===== src/rtl/phy_pwrup_pkg.sv =====
package phy_pwrup_pkg;

    typedef enum logic [3:0] {
        S_IDLE,
        S_CLR_ON,
        S_ISO,
        S_IDDQ,
        S_AFE_OFF,
        S_CORE,
        S_BG,
        S_LDO,
        S_OK,
        S_PLL,
        S_UNISO,
        S_UNIDDQ,
        S_REL,
        S_POLL1,
        S_PRST,
        S_POLL2
    } seq_state_t;

    localparam int unsigned WAIT_W = 8;

    // Dwell time in microseconds of each timed state.
    function automatic logic [WAIT_W-1:0] step_us(seq_state_t s);
        logic [WAIT_W-1:0] v;
        case (s)
            S_AFE_OFF: v = 8'd160;
            S_CORE:    v = 8'd50;
            S_BG:      v = 8'd200;
            S_UNIDDQ:  v = 8'd1;
            S_CLR_ON, S_ISO, S_IDDQ, S_LDO,
            S_OK, S_PLL, S_UNISO: v = 8'd10;
            default:   v = 8'd1;
        endcase
        return v;
    endfunction

endpackage


===== src/rtl/usec_tick.sv =====
module usec_tick #(
    parameter int unsigned CLKS_PER_US = 100
) (
    input  logic clk,
    input  logic rst_n,
    input  logic restart,
    output logic tick
);
    localparam int unsigned PW = (CLKS_PER_US > 1) ? $clog2(CLKS_PER_US) : 1;

    generate
        if (CLKS_PER_US <= 1) begin : g_direct
            assign tick = 1'b1;
        end else begin : g_presc
            localparam logic [PW-1:0] LAST = PW'(CLKS_PER_US - 1);
            logic [PW-1:0] presc;

            always_ff @(posedge clk or negedge rst_n) begin
                if (!rst_n)
                    presc <= '0;
                else if (restart || presc == LAST)
                    presc <= '0;
                else
                    presc <= presc + 1'b1;
            end

            assign tick = (presc == LAST);
        end
    endgenerate
endmodule


===== src/rtl/step_timer.sv =====
module step_timer #(
    parameter int unsigned W = 8
) (
    input  logic         clk,
    input  logic         rst_n,
    input  logic         load,
    input  logic [W-1:0] load_val,
    input  logic         tick,
    output logic         last
);
    logic [W-1:0] cnt;

    always_ff @(posedge clk or negedge rst_n) begin
        if (!rst_n)
            cnt <= '0;
        else if (load)
            cnt <= load_val;
        else if (tick && cnt != '0)
            cnt <= cnt - 1'b1;
    end

    assign last = tick && (cnt == W'(1));
endmodule


===== src/rtl/phy_pwrup_seq.sv =====
module phy_pwrup_seq
    import phy_pwrup_pkg::*;
#(
    parameter int unsigned CLKS_PER_US = 100,
    parameter int unsigned RETRY_W     = 8,
    parameter int unsigned MODE_W      = 3,
    parameter logic [MODE_W-1:0] MODE_PWRUP = MODE_W'(5),
    parameter logic [MODE_W-1:0] MODE_HOLD  = MODE_W'(2)
) (
    input  logic               clk,
    input  logic               rst_n,
    input  logic               start,
    input  logic               pll_lock,
    input  logic [RETRY_W-1:0] retry_limit,
    output logic               iso,
    output logic               iddq,
    output logic               bg_pd_n,
    output logic               pll_pd_n,
    output logic               ldo_pd_n,
    output logic               core_rdy,
    output logic               pwr_on_in,
    output logic               pwr_ok_in,
    output logic               pll_rst_n,
    output logic               phy_rst_n,
    output logic [MODE_W-1:0]  mode,
    output logic               busy,
    output logic               done,
    output logic               fail
);
    localparam int unsigned CNT_W = (RETRY_W > WAIT_W) ? RETRY_W : WAIT_W;

    seq_state_t state, nxt;
    logic       enter, tick, t_last, lock_hit, poll_out;
    logic [CNT_W-1:0] load_val, retry_eff;

    assign enter    = (nxt != state);
    assign lock_hit = tick && pll_lock;
    assign poll_out = t_last && !pll_lock;

    assign retry_eff = (retry_limit == '0) ? CNT_W'(1) : CNT_W'(retry_limit);
    assign load_val  = (nxt == S_POLL1 || nxt == S_POLL2) ? retry_eff
                                                          : CNT_W'(step_us(nxt));

    usec_tick #(.CLKS_PER_US(CLKS_PER_US)) u_tick (
        .clk     (clk),
        .rst_n   (rst_n),
        .restart (enter),
        .tick    (tick)
    );

    step_timer #(.W(CNT_W)) u_timer (
        .clk      (clk),
        .rst_n    (rst_n),
        .load     (enter),
        .load_val (load_val),
        .tick     (tick),
        .last     (t_last)
    );

    // Next-state decode
    always_comb begin
        nxt = state;
        unique case (state)
            S_IDLE:    if (start)  nxt = S_CLR_ON;
            S_CLR_ON:  if (t_last) nxt = S_ISO;
            S_ISO:     if (t_last) nxt = S_IDDQ;
            S_IDDQ:    if (t_last) nxt = S_AFE_OFF;
            S_AFE_OFF: if (t_last) nxt = S_CORE;
            S_CORE:    if (t_last) nxt = S_BG;
            S_BG:      if (t_last) nxt = S_LDO;
            S_LDO:     if (t_last) nxt = S_OK;
            S_OK:      if (t_last) nxt = S_PLL;
            S_PLL:     if (t_last) nxt = S_UNISO;
            S_UNISO:   if (t_last) nxt = S_UNIDDQ;
            S_UNIDDQ:  if (t_last) nxt = S_REL;
            S_REL:     nxt = S_POLL1;
            S_POLL1: begin
                if (lock_hit)      nxt = S_IDLE;
                else if (poll_out) nxt = S_PRST;
            end
            S_PRST:    nxt = S_POLL2;
            S_POLL2:   if (lock_hit || poll_out) nxt = S_IDLE;
            default:   nxt = S_IDLE;
        endcase
    end

    // State register
    always_ff @(posedge clk or negedge rst_n) begin
        if (!rst_n) state <= S_IDLE;
        else        state <= nxt;
    end

    // Registered outputs, updated on entry to each state
    always_ff @(posedge clk or negedge rst_n) begin
        if (!rst_n) begin
            iso       <= 1'b1;
            iddq      <= 1'b1;
            bg_pd_n   <= 1'b0;
            pll_pd_n  <= 1'b0;
            ldo_pd_n  <= 1'b0;
            core_rdy  <= 1'b0;
            pwr_on_in <= 1'b0;
            pwr_ok_in <= 1'b0;
            pll_rst_n <= 1'b0;
            phy_rst_n <= 1'b0;
            mode      <= '0;
            busy      <= 1'b0;
            done      <= 1'b0;
            fail      <= 1'b0;
        end else if (enter) begin
            unique case (nxt)
                S_CLR_ON: begin
                    pwr_on_in <= 1'b0;
                    pll_rst_n <= 1'b0;
                    phy_rst_n <= 1'b0;
                    busy      <= 1'b1;
                    done      <= 1'b0;
                    fail      <= 1'b0;
                end
                S_ISO: begin
                    pwr_ok_in <= 1'b0;
                    iso       <= 1'b1;
                end
                S_IDDQ:    iddq <= 1'b1;
                S_AFE_OFF: begin
                    bg_pd_n  <= 1'b0;
                    pll_pd_n <= 1'b0;
                    ldo_pd_n <= 1'b0;
                    core_rdy <= 1'b0;
                    mode     <= MODE_PWRUP;
                end
                S_CORE:    core_rdy <= 1'b1;
                S_BG:      bg_pd_n  <= 1'b1;
                S_LDO: begin
                    pwr_on_in <= 1'b1;
                    ldo_pd_n  <= 1'b1;
                end
                S_OK:      pwr_ok_in <= 1'b1;
                S_PLL:     pll_pd_n  <= 1'b1;
                S_UNISO:   iso       <= 1'b0;
                S_UNIDDQ:  iddq      <= 1'b0;
                S_REL:     pll_rst_n <= 1'b1;
                S_POLL1:   phy_rst_n <= 1'b1;
                S_PRST:    pll_rst_n <= 1'b0;
                S_POLL2:   pll_rst_n <= 1'b1;
                S_IDLE: begin
                    busy <= 1'b0;
                    mode <= MODE_HOLD;
                    done <= lock_hit;
                    fail <= !lock_hit;
                end
                default: ;
            endcase
        end
    end
endmodule


===== config.mk =====
export PLATFORM = sky130hd
export DESIGN_NAME = phy_pwrup_seq
export DESIGN_NICKNAME = d
export VERILOG_FILES = /design/src/rtl/phy_pwrup_pkg.sv /design/src/rtl/usec_tick.sv /design/src/rtl/step_timer.sv /design/src/rtl/phy_pwrup_seq.sv
export SDC_FILE = /design/constraint.sdc
export NUM_CORES = 1
export LEC_CHECK = 0
export ABC_AREA = 1
export BUFFER_PORTS_ARGS = -buffer_cell sky130_fd_sc_hd__buf_4
export CORE_AREA = 5 5 67 69
export DETAILED_ROUTE_END_ITERATION = 6
export DIE_AREA = 0 0 72 74
export GPL_TIMING_DRIVEN = 0
export PLACE_DENSITY = 0.8
export SYNTH_ARGS = -nofsm -noshare
export SYNTH_HDL_FRONTEND = slang
export SYNTH_SLANG_ARGS = --single-unit

===== constraint.sdc =====
create_clock -name clk -period 3.2 [get_ports clk]
set_clock_uncertainty 0.15 [all_clocks]
set_input_delay 0.64 -clock clk [delete_from_list [all_inputs] [get_ports clk]]
set_output_delay 0.64 -clock clk [all_outputs]
set_load 0.01 [all_outputs]

==> results.md, run 1 <==
* PD cells at between 300 and 400 nW/um^2
* Via count at 1992
* Die extent in x at 72 um
* Leak at ~1.3 nW
* CP peak stage delay at 0.40 ns
* Critical path class: flop to flop
* Post-CTS setup buffers at 0
* Antenna cells at 0
* Deepest clock path buffer count at 2
* CTS Hold Bufs at 0
* DRT iter0 DRCs at between 150 and 200
* Top cells by count, synth: 79 x nand2_1, 36 x nor2_1, 32 x dfrtp_1
* CP required at 3.28 ns
* Setup-failing EPs final at 0
* Via density at 5.37
* Routed len/inst at ~14 um
* PortBufs at 27
* Share of cells above drive strength 1 at 0.212
* Synth-to-Final Area Change at 18.6%
* Slew HR at 0.642
* Yosys top cell area share at 0.366
* Die ar. at ~5300 sq um
* Worst path most repeated cell: nor2_1
* Clock period minus worst slack at around 2.4 ns
* VDD IR-drop max at 404 uV
* Post-synth EDFFs at 0
* Yosys warns at 0
* Fin. Hold Viols at 0
* Post-Syn Instances at about 290
* First-pass DRT Iterations at 5
* Final HPWL DP at between 3000 and 4000 um
* Crit path max fanout at 7
* Row cnt at 23
* H-Tree Depth at 2
* Syn Area/Cell at 7.65 sq um
* DRC Markers at 0
* Post-cts gate resize count at 0
* Sum of routed wire length over all layers at 5060 um
* Path type of the worst min-delay path: input pin to async pin
* Core Area at 3860 sq um
* CTS tree: yes
* Worst path cell trace: nor2_1, nand2_2, nor2_8, nand2_2, a21oi_1, nand2_1, inv_1, nand2_1, nor3_4, nor2_1, nor2_1
* Worst slew pin tran at approximately 0.53 ns
* Crit-path slowest cell: dfrtp_1
* Num CTS Buffers at 5
* GRT Util Overall at 0.212
* Place WS at 0.790 ns
* Most used flip-flop cell after synthesis: dfrtp_1
* Synth Cell Area at ~2200 sq um
* Final antenna-violating net count at 0
* Post-synthesis sequential area ratio at 0.390
* First-pass GRT wire length at 8660 um
* Vias in the first global route at 1982
* Max Slew Vio Count at 0
* Worst hold slack at 0.137 ns
* #FFs+latches synth at 34
* Top cells by area, synth: dfrtp_1 37%, nand2_1 14%, nor2_1 6.2%, nand3_1 5.3%, inv_1 4.5%
* Final Worst Setup Slack at 0.783 ns
* Gr ovfl total at 0
* Largest net degree at the start of global routing at 35
* Worst-skew pair later-pin latency at 0.29 ns
* Gp weighted congestion at 0.919
* Final nets at 336
* Initial antenna violation count at 0
* F_max at 414 MHz
* Share of synthesized flip-flops with an asynchronous set or reset at 1.00
* Max-capacitance violation count at 0
* CTS root buf: clkbuf_8
* Yosys cell types at 38
* Clock tree sinks at 34
* RSZ-0062 raised after global routing: no
* Worst EP arrival at between 2 and 3 ns
* Initial Util at 0.567
* Post-synth net total at 302
* Final setup TNS at 0 ns
* Most frequent cell after synthesis: nand2_1
* Critical Path Source Type: flop
* Clk slew on worst S/H paths at 0.07 ns
* Critical Path Sink Type: flop
* IO Pins at 28
* Status: finished, final reports clean
* Area leader, netlist: dfrtp_1
* Period utilisation layout at 0.755
* Die Span Y at between 70 and 80 um
[final cells by class]
cell class / count / area, sq um
fillers: 325 / 1260
multi-input cells: 217 / 1170
flip-flops and latches: 34 / 853
repair buffers: 27 / 203
inverters: 31 / 124
clock buffers: 6 / 82.6
well taps: 50 / 62.6
clock inverters: 2 / 60.1
plain buffers: 4 / 41.3
[worst paths after layout]
path / depth (start not counted) / start / endpoint / slack (ns)
setup reg to reg: 11 / u_tick.g_presc.presc[3] / iso / 0.78
setup / recovery: 11 / u_tick.g_presc.presc[3] / iso / 0.78
hold reg to reg: 1 / u_tick.g_presc.presc[0] / u_tick.g_presc.presc[0] / 0.32
max in group asynchronous: 1 / rst_n / iso / 2.43
min in group clk: 1 / u_tick.g_presc.presc[0] / u_tick.g_presc.presc[0] / 0.32
hold / removal: 1 / rst_n / u_tick.g_presc.presc[0] / 0.14
[worst max-delay path: cells and delay by family, from the launching register on]
kind | cells | cell delay (ns)
DFF | 1 | 0.40
buffers and inverters | 1 | 0.19
and+or+nand+nor | 9 | 1.36
AOI/OAI and AO/OA | 1 | 0.25
[state kept, by name (all words and copies together), names as in the netlist, 2 cells and up]
| register | cells |
|---|---|
| u_timer.cnt | 8 |
| u_tick.g_presc.presc | 7 |
| state | 4 |
| mode | 2 |
[per-layer routing]
metal | track usage | part of all wire | vias to the layer above
li1 | - | - | 991
met3 | 0.0554 | 0.066 | 13
met1 | 0.254 | 0.42 | 921
met4 | 0.100 | 0.022 | 0
met5 | 0 | 0 | -
met2 | 0.357 | 0.49 | 67
[cells in the final DEF, fill, tap and decap left out, types with 2 or more instances in the layout]
| cell type | count |
|---|---|
| nor2_1 | 36 |
| o21ai_1 | 14 |
| buf_4 | 28 |
| nand3_1 | 23 |
| buf_6 | 3 |
| clkbuf_8 | 6 |
| a21oi_1 | 6 |
| nor3b_1 | 2 |
| inv_1 | 26 |
| nand3_4 | 3 |
| nand3_2 | 2 |
| o21ai_0 | 7 |
| xnor2_1 | 2 |
| nor2_2 | 2 |
| xor2_1 | 7 |
| inv_2 | 3 |
| ha_1 | 4 |
| nor3_1 | 5 |
| dfstp_2 | 2 |
| bufinv_16 | 2 |
| nor2_4 | 2 |
| nand4_1 | 5 |
| nand2_4 | 2 |
| dfrtp_1 | 32 |
| nand2_2 | 4 |
| nand2_1 | 79 |
[logic make-up after synthesis]
kind of cell               Yosys count  synth area share
DFF                                 34             0.390
buffers and inverters               35            0.0755
adders and majority gates            4            0.0229
AOI/OAI and AO/OA                   33            0.0858
xor gates and xnor gates             9            0.0360
and+or+nand+nor                    171             0.390
[power breakdown]
group,internal [mW],switching (mW),total [mW]
registers,0.430,0,0.430
clock network,0.332,0.154,0.487
logic,0.00985,0.0133,0.0231
total,0.772,0.168,0.939
[stage by stage]
stage,std cells,power (mW),utilization,instance area (sq um)
after floorplan,286,0.440,-,2190
after global placement,363,0.461,0.636,2450
after detailed placement,363,0.461,0.636,2450
after CTS,371,0.948,0.673,2590
after global routing,371,0.974,0.673,2590
final,371,0.939,0.673,2590
(Power assumes the default switching activity.)
==> run 2: changes to the inputs <==
CORE_AREA = 5 5 71 73   (was 5 5 67 69)
DIE_AREA = 0 0 76 78   (was 0 0 72 74)
PLACE_DENSITY = 0.74   (was 0.8)
clock period = 2.1 ns   (was 3.2 ns; I/O delays follow)
==> run 2 against run 1 <==
Compared with the run above: the flow now finishes with violations (negative setup slack); fmax rose by 3.8%; core utilization rose by 6.5 points; sequential cell count did not move; via count rose by 13%; cell area rose by 22%; critical path type unchanged.
==> results.md, run 2 (same netlist as run 1, synthesis figures left out) <==
* CP required at 2.18 ns
* DRC Markers at 0
* Initial Util at 0.509
* Via count at 2254
* Clock tree sinks at 34
* DRT iter0 DRCs at roughly 220
* Core Area at 4290 sq um
* Deepest clock path buffer count at 2
* Final antenna-violating net count at 0
* Row cnt at 24
* Antenna cells at 0
* Post-Route Utilization at 0.738
* Critical path class: flop to flop
* Crit path max fanout at 5
* Worst-skew pair later-pin latency at around 0.30 ns
* Slew HR at 0.708
* Max Slew Vio Count at 0
* Biggest regs: u_timer.cnt x8, u_tick.g_presc.presc x7, state x4
* CTS root buf: clkbuf_8
* Vias in the first global route at 2203
* CTS tree: yes
* Critical Path Source Type: flop
* F_max at approximately 430 MHz
* Leak at 1.51 nW
* Period utilisation layout at 1.11
* Die Span Y at 78 um
* Place WS at -0.233 ns
* Fin. Hold Viols at 0
* Final setup TNS at -2.75 ns
* Filler Cell Count at 270
* Worst EP arrival at 2.41 ns
* Gp weighted congestion at 0.948
* Largest register FFs at 8
* Worst slew pin tran at 0.438 ns
* Final HPWL DP at 3860 um
* First-pass DRT Iterations at 5
* Die extent in x at roughly 76 um
* Path type of the worst min-delay path: input pin to flop
* Initial antenna violation count at 0
* Final Worst Setup Slack at -0.228 ns
* IO Pins at 28
* Max-capacitance violation count at 0
* PortBufs at 27
* Worst hold slack at 0.250 ns
* VDD IR-drop max at 402 uV
* Share of cells above drive strength 1 at 0.408
* Largest net degree at the start of global routing at 35
* Gr ovfl total at 0
* RSZ-0062 raised after global routing: yes
* H-Tree Depth at 2
* Sum of routed wire length over all layers at 6550 um
* Clk slew on worst S/H paths at ~0.070 ns
* Post-placement cell count at between 300 and 400
* Violated checks: negative setup slack
* Die ar. at between 5000 and 6000 sq um
* Critical Path Sink Type: flop
* GRT Util Overall at 0.217
* Routed len/inst at 16.1 um
* Status: complete, but fails checks
* Final instance area at 3170 sq um
* Num CTS Buffers at 5
* PD cells at 457 nW/um^2
* Clock period minus worst slack at 2.33 ns
* Commonest non-fill, non-tap cell in the layout: nand2_1
* Most frequent cells in the layout: 70 x nand2_1, 59 x buf_4, 30 x dfrtp_1, 25 x nor2_1, 21 x inv_1
* Final nets at 370
* Setup-failing EPs final at 22
* Synth-to-Final Area Change at 44.9%
* Non-Filler Instances at 407
* Top reg by flops: u_timer.cnt
* First-pass GRT wire length at between 10000 and 15000 um
* Via density at 5.54
* DP Area at approximately 2500 sq um
* Total chip power at 1.45 mW
[run 2: routing by layer]
layer | share of wire | vias up | routed length, um | GRT usage
met2 | 0.51 | 111 | 3340 | 0.366
li1 | - | 1065 | - | -
met4 | 0.044 | 0 | 291 | 0.114
met5 | 0 | - | 0 | 0
met3 | 0.064 | 34 | 421 | 0.0579
met1 | 0.38 | 1044 | 2500 | 0.252
[run 2: final timing paths]
path	slack, ns	cells past startpoint	to	from
max	-0.23	14	u_timer.cnt[3]	u_timer.cnt[1]
min	0.25	3	busy	start
max reg2reg	-0.23	14	u_timer.cnt[3]	u_timer.cnt[1]
min reg2reg	0.34	2	bg_pd_n	bg_pd_n
max in group asynchronous	0.99	2	iso	rst_n
min in group asynchronous	0.45	2	phy_rst_n	rst_n
[run 2: critical path, stage by stage (launching register included)]
cell     delay [ns]
dfrtp_1        0.40
inv_2          0.09
ha_4           0.14
nand2_4        0.05
nor2_4         0.20
o21ai_0        0.13
nand3_1        0.15
nand2_1        0.17
nor2_4         0.26
inv_2          0.11
nand2_1        0.10
nand3_1        0.09
nand2_1        0.11
nand2_1        0.06
nand2_1        0.05
[run 2: repair_timing]
action,4_1_cts,5_1_grt
hold buffers,1,0
endpoints found under the setup margin,29,29
setup buffers,23,10
gates cloned,1,0
endpoints found under the hold margin,32,0
pin swaps,22,14
resized for setup,45,33
[run 2: layout make-up]
type | instances | area (sq um) | area share
plain buffers | 4 | 45.0 | 0.0142
clock buffers | 6 | 82.6 | 0.0261
clock inverters | 2 | 60.1 | 0.0189
inverters | 31 | 136 | 0.0430
multi-input cells | 217 | 1440 | 0.454
flip-flops and latches | 34 | 856 | 0.270
well taps | 52 | 65.1 | 0.0205
repair buffers | 61 | 485 | 0.153
[run 2: power by group]
part	leakage, nW	internal [mW]	switching, mW
sequential	0.398	0.655	0
combinational	1.04	0.0163	0.0224
clock	0.0714	0.506	0.250
total	1.51	1.18	0.272
==> run 3: changes to the inputs <==
CELL_PAD_IN_SITES_DETAIL_PLACEMENT = 1   (was not set)
CELL_PAD_IN_SITES_GLOBAL_PLACEMENT = 2   (was not set)
CORE_AREA = 5 5 92 94   (was 5 5 71 73)
DIE_AREA = 0 0 97 99   (was 0 0 76 78)
PLACE_DENSITY = not set   (was 0.74)
PLACE_DENSITY_LB_ADDON = 0.1   (was not set)
SETUP_SLACK_MARGIN = 0.15   (was not set)
==> run 3 against run 2 <==
Compared with the run above: via count down 6.4%; the run still ends with negative setup slack left; total power down 15%; largest power group is now registers; critical path depth up 1; sequential share of layout area down 0.17 points; final cell count up 13%; routed wire length up 1.8%; first-iteration DRC count down 76%; worst setup slack better by 0.097 ns; hold slack better by 0.036 ns; global-route usage down 7.6 points; critical path type unchanged; cell area up 1.2%; die area up 62%.
==> results.md, run 3 (same netlist as run 1, synthesis figures left out) <==
* Status: complete, but fails checks
* Violated checks: negative setup slack
* CP peak stage delay at ~0.4 ns
* Initial antenna violation count at 0
* Via count at 2110
* Die extent in x at 97 um
* Routed len/inst at around 15 um
* RSZ-0062 raised after global routing: yes
* Post-Route Utilization at 0.424
* Critical path class: flop to flop
* IO Pins at 28
* Max-capacitance violation count at 0
* Worst-skew pair later-pin latency at 0.30 ns
* Most frequent cells in the layout: 65 x nand2_1, 57 x buf_4, 28 x nor2_1, 26 x dfrtp_1, 21 x inv_1
* Period utilisation layout at 1.06
* Final nets at 372
* Deepest clock path buffer count at 2
* Final antenna-violating net count at 0
* Path type of the worst min-delay path: input pin to flop
* Initial Util at 0.289
* PortBufs at 27
* Fin. Hold Viols at 0
* Final instance area at 3210 sq um
* Row cnt at 32
* Via density at 4.60
* CTS tree: yes
* Critical Path Source Type: flop
* Largest register FFs at 8
* Antenna cells at 0
* DRT iter0 DRCs at 52
* Gr ovfl total at 0
* Sum of routed wire length over all layers at between 6000 and 7000 um
* Largest net degree at the start of global routing at 35
* RR Startpoint: u_timer.cnt[1]
* Max Slew Vio Count at 0
* DRC Markers at 0
* Hold_sp: pll_lock
* Leak at 1.49 nW
* DP Area at 2540 sq um
* Biggest regs: u_timer.cnt x8, u_tick.g_presc.presc x7, state x4
* Worst path cell trace: inv_2, ha_4, nand2_4, nor2_4, nand3_4, nand3_4, nand3_4, inv_4, nand2_4, nand2_8, buf_6, nand4_1, buf_6, nand2_1, o21ai_1
* Clock tree sinks at 34
* CP required at 2.13 ns
* Register area at around 860 sq um
* Commonest non-fill, non-tap cell in the layout: nand2_1
* F_max at around 450 MHz
* Top reg by flops: u_timer.cnt
* Synth-to-Final Area Change at 46.7%
* Worst path most repeated cell: nand3_4
* Critical Path Sink Type: flop
* Final Worst Setup Slack at -0.131 ns
* Final HPWL DP at slightly below 5000 um
* First-pass GRT wire length at 10900 um
* Die ar. at 9600 sq um
* Share of cells above drive strength 1 at 0.420
* Filler Cell Count at ~900
* Clock period minus worst slack at 2.23 ns
* Gp weighted congestion at 0.830
* Die Span Y at ~100 um
* First-pass DRT Iterations at 4
* CTS root buf: clkbuf_8
* Worst slew pin tran at 0.455 ns
* Worst EP arrival at 2.26 ns
* PD cells at 382 nW/um^2
* GRT Util Overall at 0.141
* Vias in the first global route at 2151
* Slew HR at 0.697
* Setup-failing EPs final at 24
* Clk slew on worst S/H paths at approximately 0.070 ns
* Worst hold slack at 0.286 ns
* Crit-path slowest cell: dfrtp_1
* Critical Path Start: u_timer.cnt[1]
* Core Area at approximately 7600 sq um
* VDD IR-drop max at 188 uV
* Num CTS Buffers at 5
* Multi-input logic area at about 1400 sq um
* H-Tree Depth at 2
* Crit path max fanout at 5
run 3: cell count changes in the layout (fill, tap and decap cells not counted), moves of 3 or more:
| cell | change |
|---|---|
| nor2_4 | -3 |
| nor2_1 | +3 |
| dfrtp_1 | -4 |
| nand2_2 | +6 |
| nand2_1 | -5 |
| dfrtp_2 | +4 |
| buf_6 | +4 |
run 3: area by class of cell:
cell class,instances,area share
multi-input cells,217,0.443
flip-flops and latches,34,0.268
repair buffers,63,0.163
inverters,31,0.0425
well taps,102,0.0398
clock buffers,6,0.0257
plain buffers,4,0.0140
clock inverters,2,0.00390
run 3: what timing repair did:
action / 4_1_cts / 5_1_grt
pin swaps: 17 / 16
hold buffers: 1 / 0
gates resized for setup: 47 / 29
setup endpoints to repair: 32 / 31
cloned: 1 / 0
setup buffers: 17 / 17
hold endpoints to repair: 32 / 0
run 3: metal layers:
metal / global-route usage / part of all wire
met5: 0 / 0
met4: 0.0356 / 0.0095
met3: 0.0304 / 0.024
met2: 0.255 / 0.52
met1: 0.169 / 0.45
run 3: worst paths after layout:
kind / to / slack (ns) / cells past startpoint
min in group asynchronous: phy_rst_n / 0.47 / 2
max reg2reg: done / -0.13 / 15
min: done / 0.29 / 3
max in group asynchronous: u_timer.cnt[6] / 0.97 / 2
max: done / -0.13 / 15
min reg2reg: bg_pd_n / 0.33 / 2
run 3: metrics by stage:
step	TNS, ns	total power [mW]	setup WS (ns)	std cells
6_report	-1.49	1.23	-0.131	459
5_1_grt	-4.59	1.29	-0.267	459
4_1_cts	-2.68	1.26	-0.164	442
3_5_place_dp	-5.85	0.705	-0.374	415
3_3_place_gp	-5.79	0.705	-0.357	415
2_1_floorplan	0	0.671	0.0855	286
run 3: where the power goes:
part,total (mW),switching (mW),leakage (nW),internal [mW]
clock network,0.533,0.269,0.0472,0.264
logic,0.0383,0.0221,1.05,0.0163
registers,0.654,0,0.395,0.654
run 3: worst max-delay path: cells and delay by family (launching register included):
kind	cells	cell delay, ns
fa+ha+maj	1	0.15
flops	1	0.39
compound gates	1	0.06
simple gates	9	0.90
buf+inv	4	0.47
